File: src/rtl/loader_pkg.sv
package loader_pkg;

    localparam int WORD_W      = 23;
    localparam int R_W         = 14;
    localparam int N_W         = 11;
    localparam int A_W         = 7;
    localparam int NUM_CH      = 2;
    localparam int SYNC_STAGES = 2;
    localparam int MIN_RATIO   = 3;

    // routing code and field positions (bit 0 is last shifted in)
    localparam int CODE0_POS = 0;
    localparam int CODE1_POS = 1;
    localparam int MON_LSB   = 2;
    localparam int R_LSB     = 4;
    localparam int CP_POS    = R_LSB + R_W;
    localparam int LOCK_POS  = 2;
    localparam int MOD_POS   = 3;
    localparam int POL_POS   = 4;
    localparam int A_LSB     = 5;
    localparam int N_LSB     = A_LSB + A_W;

    typedef enum logic [2:0] {
        ST_SHIFT  = 3'd0,
        ST_CHECK  = 3'd1,
        ST_COMMIT = 3'd2,
        ST_REJECT = 3'd3,
        ST_DRAIN  = 3'd4
    } st_e;

    typedef struct packed {
        logic [1:0]     mon;
        logic [R_W-1:0] ratio;
        logic           cp_hi;
    } ref_cfg_t;

    typedef struct packed {
        logic           lock_src;
        logic           mod_sel;
        logic           pol;
        logic [A_W-1:0] swal;
        logic [N_W-1:0] ratio;
    } div_cfg_t;

    localparam ref_cfg_t REF_DEFAULT = '{mon: 2'b00, ratio: R_W'(MIN_RATIO), cp_hi: 1'b0};
    localparam div_cfg_t DIV_DEFAULT = '{lock_src: 1'b0, mod_sel: 1'b0, pol: 1'b1,
                                         swal: '0, ratio: N_W'(MIN_RATIO)};

    function automatic ref_cfg_t unpack_ref(input logic [WORD_W-1:0] w);
        ref_cfg_t c;
        c.mon   = w[MON_LSB +: 2];
        c.ratio = w[R_LSB +: R_W];
        c.cp_hi = w[CP_POS];
        return c;
    endfunction

    function automatic div_cfg_t unpack_div(input logic [WORD_W-1:0] w);
        div_cfg_t c;
        c.lock_src = w[LOCK_POS];
        c.mod_sel  = w[MOD_POS];
        c.pol      = w[POL_POS];
        c.swal     = w[A_LSB +: A_W];
        c.ratio    = w[N_LSB +: N_W];
        return c;
    endfunction

endpackage

File: src/rtl/edge_sync.sv
module edge_sync #(
    parameter int W      = 3,
    parameter int STAGES = 2
) (
    input  logic         clk,
    input  logic         rst_n,
    input  logic [W-1:0] d,
    output logic [W-1:0] q
);
    logic [STAGES-1:0][W-1:0] pipe;

    generate
        if (STAGES == 1) begin : g_one
            always_ff @(posedge clk or negedge rst_n) begin
                if (!rst_n) pipe <= '0;
                else        pipe[0] <= d;
            end
        end else begin : g_multi
            always_ff @(posedge clk or negedge rst_n) begin
                if (!rst_n) pipe <= '0;
                else        pipe <= {pipe[STAGES-2:0], d};
            end
        end
    endgenerate

    assign q = pipe[STAGES-1];
endmodule

File: src/rtl/word_shifter.sv
module word_shifter #(
    parameter int W = 23
) (
    input  logic         clk,
    input  logic         rst_n,
    input  logic         shift_en,
    input  logic         din,
    output logic [W-1:0] word
);
    always_ff @(posedge clk or negedge rst_n) begin
        if (!rst_n)        word <= '0;
        else if (shift_en) word <= {word[W-2:0], din};
    end
endmodule

File: src/rtl/serial_word_loader.sv
module serial_word_loader import loader_pkg::*; (
    input  logic           clk,
    input  logic           rst_n,
    input  logic           ser_clk,
    input  logic           ser_data,
    input  logic           ser_le,
    output logic [R_W-1:0] lo_ref_ratio,
    output logic [1:0]     lo_mon_sel,
    output logic           lo_cp_hi,
    output logic [R_W-1:0] hi_ref_ratio,
    output logic [1:0]     hi_mon_sel,
    output logic           hi_cp_hi,
    output logic [N_W-1:0] lo_fb_ratio,
    output logic [A_W-1:0] lo_swallow,
    output logic           lo_mod_sel,
    output logic           lo_pd_pol,
    output logic           lo_lock_src,
    output logic [N_W-1:0] hi_fb_ratio,
    output logic [A_W-1:0] hi_swallow,
    output logic           hi_mod_sel,
    output logic           hi_pd_pol,
    output logic           hi_lock_src,
    output logic           cfg_err
);
    // ---------------- input synchronizers and edge detect ----------------
    logic [2:0] pins_sync;
    logic       sclk_q, din_q, le_q;
    logic       sclk_d, le_d;
    logic       sclk_rise, le_rise;

    edge_sync #(.W(3), .STAGES(SYNC_STAGES)) u_sync (
        .clk   (clk),
        .rst_n (rst_n),
        .d     ({ser_le, ser_data, ser_clk}),
        .q     (pins_sync)
    );

    assign {le_q, din_q, sclk_q} = pins_sync;

    always_ff @(posedge clk or negedge rst_n) begin
        if (!rst_n) begin
            sclk_d <= 1'b0;
            le_d   <= 1'b0;
        end else begin
            sclk_d <= sclk_q;
            le_d   <= le_q;
        end
    end

    assign sclk_rise = sclk_q & ~sclk_d;
    assign le_rise   = le_q & ~le_d;

    // ---------------- shift register ----------------
    st_e               st, st_nxt;
    logic [WORD_W-1:0] shift_word;
    logic [WORD_W-1:0] held;
    logic              bad;

    word_shifter #(.W(WORD_W)) u_shift (
        .clk      (clk),
        .rst_n    (rst_n),
        .shift_en (st == ST_SHIFT && sclk_rise && !le_q),
        .din      (din_q),
        .word     (shift_word)
    );

    // ---------------- state register ----------------
    always_ff @(posedge clk or negedge rst_n) begin
        if (!rst_n) st <= ST_SHIFT;
        else        st <= st_nxt;
    end

    // ---------------- next state ----------------
    always_comb begin
        st_nxt = st;
        unique case (st)
            ST_SHIFT:  if (le_rise) st_nxt = ST_CHECK;
            ST_CHECK:  st_nxt = bad ? ST_REJECT : ST_COMMIT;
            ST_COMMIT: st_nxt = ST_DRAIN;
            ST_REJECT: st_nxt = ST_DRAIN;
            ST_DRAIN:  if (!le_q) st_nxt = ST_SHIFT;
            default:   st_nxt = ST_SHIFT;
        endcase
    end

    // ---------------- word capture and ratio check ----------------
    always_ff @(posedge clk or negedge rst_n) begin
        if (!rst_n)                        held <= '0;
        else if (st == ST_SHIFT && le_rise) held <= shift_word;
    end

    always_comb begin
        if (held[CODE1_POS]) bad = held[N_LSB +: N_W] < N_W'(MIN_RATIO);
        else                 bad = held[R_LSB +: R_W] < R_W'(MIN_RATIO);
    end

    // ---------------- outputs: error flag and holding registers ----------------
    always_ff @(posedge clk or negedge rst_n) begin
        if (!rst_n)               cfg_err <= 1'b0;
        else if (st == ST_REJECT) cfg_err <= 1'b1;
    end

    for (genvar ch = 0; ch < NUM_CH; ch++) begin : g_ch
        ref_cfg_t ref_q;
        div_cfg_t div_q;
        logic     hit;

        assign hit = (st == ST_COMMIT) && (held[CODE0_POS] == 1'(ch));

        always_ff @(posedge clk or negedge rst_n) begin
            if (!rst_n) begin
                ref_q <= REF_DEFAULT;
                div_q <= DIV_DEFAULT;
            end else if (hit) begin
                if (held[CODE1_POS]) div_q <= unpack_div(held);
                else                 ref_q <= unpack_ref(held);
            end
        end
    end

    assign lo_ref_ratio = g_ch[0].ref_q.ratio;
    assign lo_mon_sel   = g_ch[0].ref_q.mon;
    assign lo_cp_hi     = g_ch[0].ref_q.cp_hi;
    assign hi_ref_ratio = g_ch[1].ref_q.ratio;
    assign hi_mon_sel   = g_ch[1].ref_q.mon;
    assign hi_cp_hi     = g_ch[1].ref_q.cp_hi;
    assign lo_fb_ratio  = g_ch[0].div_q.ratio;
    assign lo_swallow   = g_ch[0].div_q.swal;
    assign lo_mod_sel   = g_ch[0].div_q.mod_sel;
    assign lo_pd_pol    = g_ch[0].div_q.pol;
    assign lo_lock_src  = g_ch[0].div_q.lock_src;
    assign hi_fb_ratio  = g_ch[1].div_q.ratio;
    assign hi_swallow   = g_ch[1].div_q.swal;
    assign hi_mod_sel   = g_ch[1].div_q.mod_sel;
    assign hi_pd_pol    = g_ch[1].div_q.pol;
    assign hi_lock_src  = g_ch[1].div_q.lock_src;
endmodule

File: config.mk
export PLATFORM = sky130hd
export DESIGN_NAME = serial_word_loader
export DESIGN_NICKNAME = d
export VERILOG_FILES = /design/src/rtl/loader_pkg.sv /design/src/rtl/edge_sync.sv /design/src/rtl/word_shifter.sv /design/src/rtl/serial_word_loader.sv
export SDC_FILE = /design/constraint.sdc
export NUM_CORES = 1
export LEC_CHECK = 0
export BUFFER_PORTS_ARGS = -buffer_cell sky130_fd_sc_hd__buf_2
export CORE_ASPECT_RATIO = 0.8
export CORE_MARGIN = 4
export CORE_UTILIZATION = 40
export DETAILED_ROUTE_END_ITERATION = 8
export RECOVER_POWER = 100
export SETUP_SLACK_MARGIN = 0.4
export SYNTH_ARGS = -nofsm -noshare
export SYNTH_HDL_FRONTEND = slang
export SYNTH_SLANG_ARGS = --single-unit
File: constraint.sdc
create_clock -name clk -period 1.79 [get_ports clk]
set_input_delay 0.358 -clock clk [delete_from_list [all_inputs] [get_ports clk]]
set_output_delay 0.358 -clock clk [all_outputs]
set_load 0.01 [all_outputs]
== Word-level counts from Yosys, hierarchy flattened ==
Cells that the tools add are included.

* $lt $le $gt $ge: 2
* Muxes and demuxes: 5
* Reduce and logical (&&, ||, !) cells: 13
* Bitwise logic cells: 6
* Equality and inequality tests: 6

{| class="wikitable"
|+ Operators with widths
! operator !! count
|-
| 14-bit by 2-bit less-than comparator with 1-bit output (second input constant) || 1
|-
| 3-bit case mux with 4 select lines || 1
|-
| 11-bit by 2-bit less-than comparator with 1-bit output (second input constant) || 1
|-
| 2-bit AND reduction || 5
|-
| 3-bit by 2-bit == test with 1-bit output (second input constant) || 2
|-
| 3-bit 2-to-1 mux || 2
|-
| 1-bit logical AND || 5
|-
| 2-bit != test (second input constant) || 2
|-
| 1-bit NOT || 4
|-
| 3-bit by 1-bit == test with 1-bit output (second input constant) || 1
|-
| 3-bit == test (second input constant) || 1
|-
| 3-bit zero test || 1
|-
| 1-bit bitwise AND || 2
|-
| 1-bit 2-to-1 mux || 2
|-
| 2-bit OR reduction || 1
|-
| 1-bit zero test || 1
|}

* Word-level logic and storage cells: 56
* Input port bits: 5
* Output and inout bits: 77
* Register bits: 134

== Logic depth before layout (Yosys ltp) ==
* Depth after elaboration: 4
* Gate-level depth with buffers: 5
* Mapped depth without buffers: 4

== Cells and area by module ==
A second synthesis with hierarchy kept.

* Cell total of the unflattened synthesis: 296
* Area, all modules: 5056.1 um^2

{| class="wikitable"
|+ Modules (own cells, without submodules)
! module !! instances !! seq. area each (um^2) !! area an instance (um^2) !! cells an instance
|-
| serial_word_loader || 1 || 2640.0 || 4026.4 || 239
|-
| word_shifter || 1 || 575.6 || 857.1 || 48
|-
| edge_sync || 1 || 150.1 || 172.7 || 9
|}

== Worst setup path before layout ==
OpenSTA, ideal clock, no wires.

* Kind: flip-flop to flip-flop
* Start: reg st[0]
* End: reg g_ch[1].ref_q (netlist bit hi_mon_sel[0])
* Period minus slack after synthesis: 1.651 ns
* Required time: 1.665 ns
* Path slack: 0.139 ns
* Library setup time: 0.125 ns
* Path buffers: 1
* Arrival time: 1.526 ns
* Cell stages (with the launch flop): 6
* Cells stage by stage: dfrtp_1 -> nor2_4 -> nand2_4 -> nor3b_4 -> buf_12 -> mux2_4

* Word-level cells in the longest chain between the ends: 3

{| class="wikitable"
|+ Ends and longest elaborated chain
! what !! RTL line !! RTL
|-
| start, declared || serial_word_loader.sv:54 || <nowiki>st_e st, st_nxt;</nowiki>
|-
| start signal, assigned || serial_word_loader.sv:70 || <nowiki>else st <= st_nxt;</nowiki>
|-
| 3-bit by 2-bit == test with 1-bit output || serial_word_loader.sv:108 || <nowiki>assign hit = (st == ST_COMMIT) && (held[CODE0_POS] == 1'(ch));</nowiki>
|-
| 1-bit logical AND || serial_word_loader.sv:108 ||
|-
| 2-bit AND reduction (no source line) || -- ||
|-
| end signal, assigned || serial_word_loader.sv:116 || <nowiki>else ref_q <= unpack_ref(held);</nowiki>
|-
| end, declared || serial_word_loader.sv:104 || <nowiki>ref_cfg_t ref_q;</nowiki>
|}

No other way between the ends.
A chain may end at the register's enable or synchronous reset.

== Worst setup path after layout ==
* Start: reg st[0]
* End: reg held[19]

* Word-level cells in the longest chain between the ends: 2

{| class="wikitable"
|+ Ends and longest elaborated chain
! what !! RTL line !! RTL
|-
| 3-bit zero test || serial_word_loader.sv:89 || <nowiki>else if (st == ST_SHIFT && le_rise) held <= shift_word;</nowiki>
|-
| 1-bit logical AND || serial_word_loader.sv:89 ||
|-
| end signal, assigned || serial_word_loader.sv:89 ||
|-
| end, declared || serial_word_loader.sv:56 || <nowiki>logic [WORD_W-1:0] held;</nowiki>
|}

No other way between the ends.

==> metrics.md <==
| Metric | Value |
|---|---|
| Vias post-DR | 2973 |
| Top cells by area, synth | dfrtp_1 (61%), mux2_2 (25%), dfstp_2 (5.2%) |
| Final Hold Fails | 0 |
| Clock tree buffer depth | 2 |
| Unique masters post-synth | 26 |
| Clk root buf | clkbuf_16 |
| Most common cell after layout, fill and taps aside | dfrtp_1 |
| Least-Margin Pin Slew | around 0.80 ns |
| Vias in the first global route | between 3000 and 4000 |
| Pleak | between 3 and 4 nW |
| Core area | between 0.01 and 0.015 mm^2 |
| IO Count | a little over 80 |
| Multi-input gate area | roughly 0.0017 mm^2 |
| Clock network latency to the later pin of the worst-skew pair | about 0.40 ns |
| Hold slack | 0.0607 ns |
| Warnings, synthesis | 0 |
| Kind of critical path | flip-flop to flip-flop |
| Initial drt markers | between 80 and 90 |
| Worst Path Max Fanout | 7 |
| Hold WC Path Type | input port to flip-flop |
| Commonest non-fill, non-tap cells in the layout | dfrtp_1 (121), clkbuf_1 (75), mux2_2 (64) |
| Clock share of power | 0.398 |
| Sw Ratio | 0.257 |
| I/O Buffers | 81 |
| Routed Antenna Nets | 0 |
| Seq pwr share | 0.434 |
| Syn Nets | around 300 |
| TritonCTS buffer count | 17 |
| RSZ-0062 raised after global routing | true |
| Slew margin rel. | 0.469 |
| Status | complete, no violations |
| Mean Syn Cell Area | between 15 and 20 um^2 |
| Area of the mapped netlist | 0.00506 mm^2 |
| Combinational fraction of design power | 0.169 |
| WHS Path Cells | 1 |
| FP Rows | 36 |
| Wire per inst | just under 20 um |
| CTS Sinks | between 100 and 150 |
| Fmax | 597 MHz |
| Leading area contributor after synthesis | dfrtp_1 |
| Largest net degree at the start of global routing | 41 |
| Depth of the most critical reg-to-reg path | 4 |
| Fin crit period | ~1.7 ns |
| H-tree depth | 4 |
| Worst path arrival time | roughly 2 ns |
| Residual DRC | 0 |
| Die ar. | between 0.01 and 0.015 mm^2 |
| Register Area | 0.00337 mm^2 |
| Slowest-stage cell, CP | dfrtp_1 |
| WP depth | 4 |
| Die H | 109 um |
| Tcrit/Tclk final | 0.936 |
| Slew Viols, Final | 0 |
| Crit path buf inv count | 1 |
| Clock-pin slew on the worst setup and hold paths | 0.06 ns |
| Dpl hpwl | approximately 6.8 mm |
| Top delay family on crit path | simple AND/OR/NAND/NOR gates |
| VDD IR max | 0.000835 V |
| Worst setup EP type | flip-flop |
| Seq/Total Area, Yosys | 0.666 |
| Int Power | about 6.1 mW |
| Final setup fails | 0 |
| CTS tree | done |
| Pre-Repair DR Iteration Count | 4 |
| Fraction of final layout cells sized beyond drive strength 1 | 0.420 |
| Routed vias/inst | approximately 5 |
| First-pass GRT wire length | about 19 mm |
| Register bit total from synthesis | around 130 |
| Fin Setup TNS | 0 ns |
| Max-cap violations | 0 |
| Layout Cells excl Fill | a little over 600 |
| Syn Inst Count | 294 |
| Total GRT Usage | 0.170 |
| GRT Residual Overflow | 0 |
| Initial Utilization | 0.413 |
| Worst Skew | between 0.005 and 0.006 ns |
| Die width | approximately 130 um |
| P_sw | 2.12 mW |
| Area Overhead vs Synth | 32.5% |
| Initial antenna violation count | 0 |
| Final wirelength | around 12 mm |
| Placer Congestion | just under 0.7 |
| Area fraction of the dominant cell type after synthesis | 0.614 |
| Placed insts | between 500 and 600 |
| Largest stage delay, worst path | between 0.4 and 0.5 ns |
| CP Data Required Time | ~2.1 ns |
| Startpoint Class | flip-flop |
| Antenna cell count | 0 |
| PD cells | approximately 1200 mW/mm^2 |
| CP Cell Sequence | nor2_4, and4bb_4, clkbuf_2, mux2_4 |
| Layout Utilization | 0.547 |
| Nets | about 430 |
| Fill count | 1059 |
state kept, by name, indices dropped and copies added, names as in the netlist, 7 cells and up:
signal	count
held	23
hi_fb_ratio	11
hi_ref_ratio	14
hi_swallow	7
lo_fb_ratio	11
lo_ref_ratio	14
lo_swallow	7
u_shift.word	23
synth_stat cells, drive strengths merged:
cell,count
dfrtp,124
mux2,122
buf,12
dfstp,10
nand2,3
nor2,3
a31o,2
inv,2
nand3,2
nand4,2
nor3,2
nor4,2
a211oi,1
and3,1
and4bb,1
nand4b,1
nor3b,1
nor4b,1
o21ai,1
o41ai,1
cell families after synthesis:
family | Yosys count | share of synthesized area
AO/OA/AOI/OAI | 5 | 0.00767
buffers and inverters | 14 | 0.0178
multiplexers | 122 | 0.279
flip-flops | 134 | 0.666
AND/OR/NAND/NOR | 19 | 0.0297
metrics by stage:
step	area, um^2	worst slack [ns]	power, mW
finish	6700	0.114	8.25
global route	6700	0.0577	8.61
floorplan	5190	0.158	4.32
CTS	6890	0.195	8.41
detailed placement	5890	0.188	4.72
global placement	5890	0.215	4.70
path summary, 6_finish.rpt:
kind | start | end | slack, ns
hold reg to reg | u_sync.pipe[2]$_DFF_PN0_ | u_sync.q[2]$_DFF_PN0_ | 0.35
setup reg to reg | st[0]$_DFFE_PN0P_ | held[19]$_DFFE_PN0P_ | 0.11
max in group asynchronous | rst_n | held[17]$_DFFE_PN0P_ | 0.27
min in group asynchronous | rst_n | lo_swallow[1]$_DFFE_PN0P_ | 0.59
hold / removal | ser_le | u_sync.pipe[2]$_DFF_PN0_ | 0.06
setup / recovery | st[0]$_DFFE_PN0P_ | held[19]$_DFFE_PN0P_ | 0.11
final cells by class:
class | instances | share of cell area
Sequential cell | 134 | 0.503
Tap cell | 171 | 0.0319
Clock buffer | 24 | 0.0734
Multi-Input combinational cell | 146 | 0.250
Inverter | 2 | 0.00112
Timing Repair Buffer | 122 | 0.129
Clock inverter | 8 | 0.0110
routing by layer:
metal / vias to the layer above / part of all wire / routed length [um] / GRT usage
met5: - / 0 / 0 / 0
met2: 74 / 0.47 / 5500 / 0.248
met3: 4 / 0.054 / 643 / 0.0651
li1: 1325 / - / - / -
met1: 1570 / 0.47 / 5610 / 0.241
met4: 0 / 0.0058 / 68 / 0.0441
repair_timing:
| item | in CTS | in global routing |
|---|---|---|
| setup buffers | 13 | 3 |
| pin swaps | 3 | 5 |
| hold buffers | 1 | 0 |
| hold endpoints to repair | 22 | 0 |
| resized for setup | 47 | 23 |
| endpoints found under the setup margin | 131 | 133 |
| gates cloned | 6 | 2 |
power by group through the flow:
| stage | Sequential [mW] | Clock, mW | Combinational (mW) |
|---|---|---|---|
| global placement | 3.62 | 0 | 1.08 |
| global route | 3.62 | 3.49 | 1.50 |
| floorplan | 3.56 | 0 | 0.757 |
| detailed placement | 3.63 | 0 | 1.10 |
| finish | 3.58 | 3.28 | 1.39 |
| CTS | 3.59 | 3.35 | 1.48 |
Note: power is estimated with default switching activity, not from simulation.
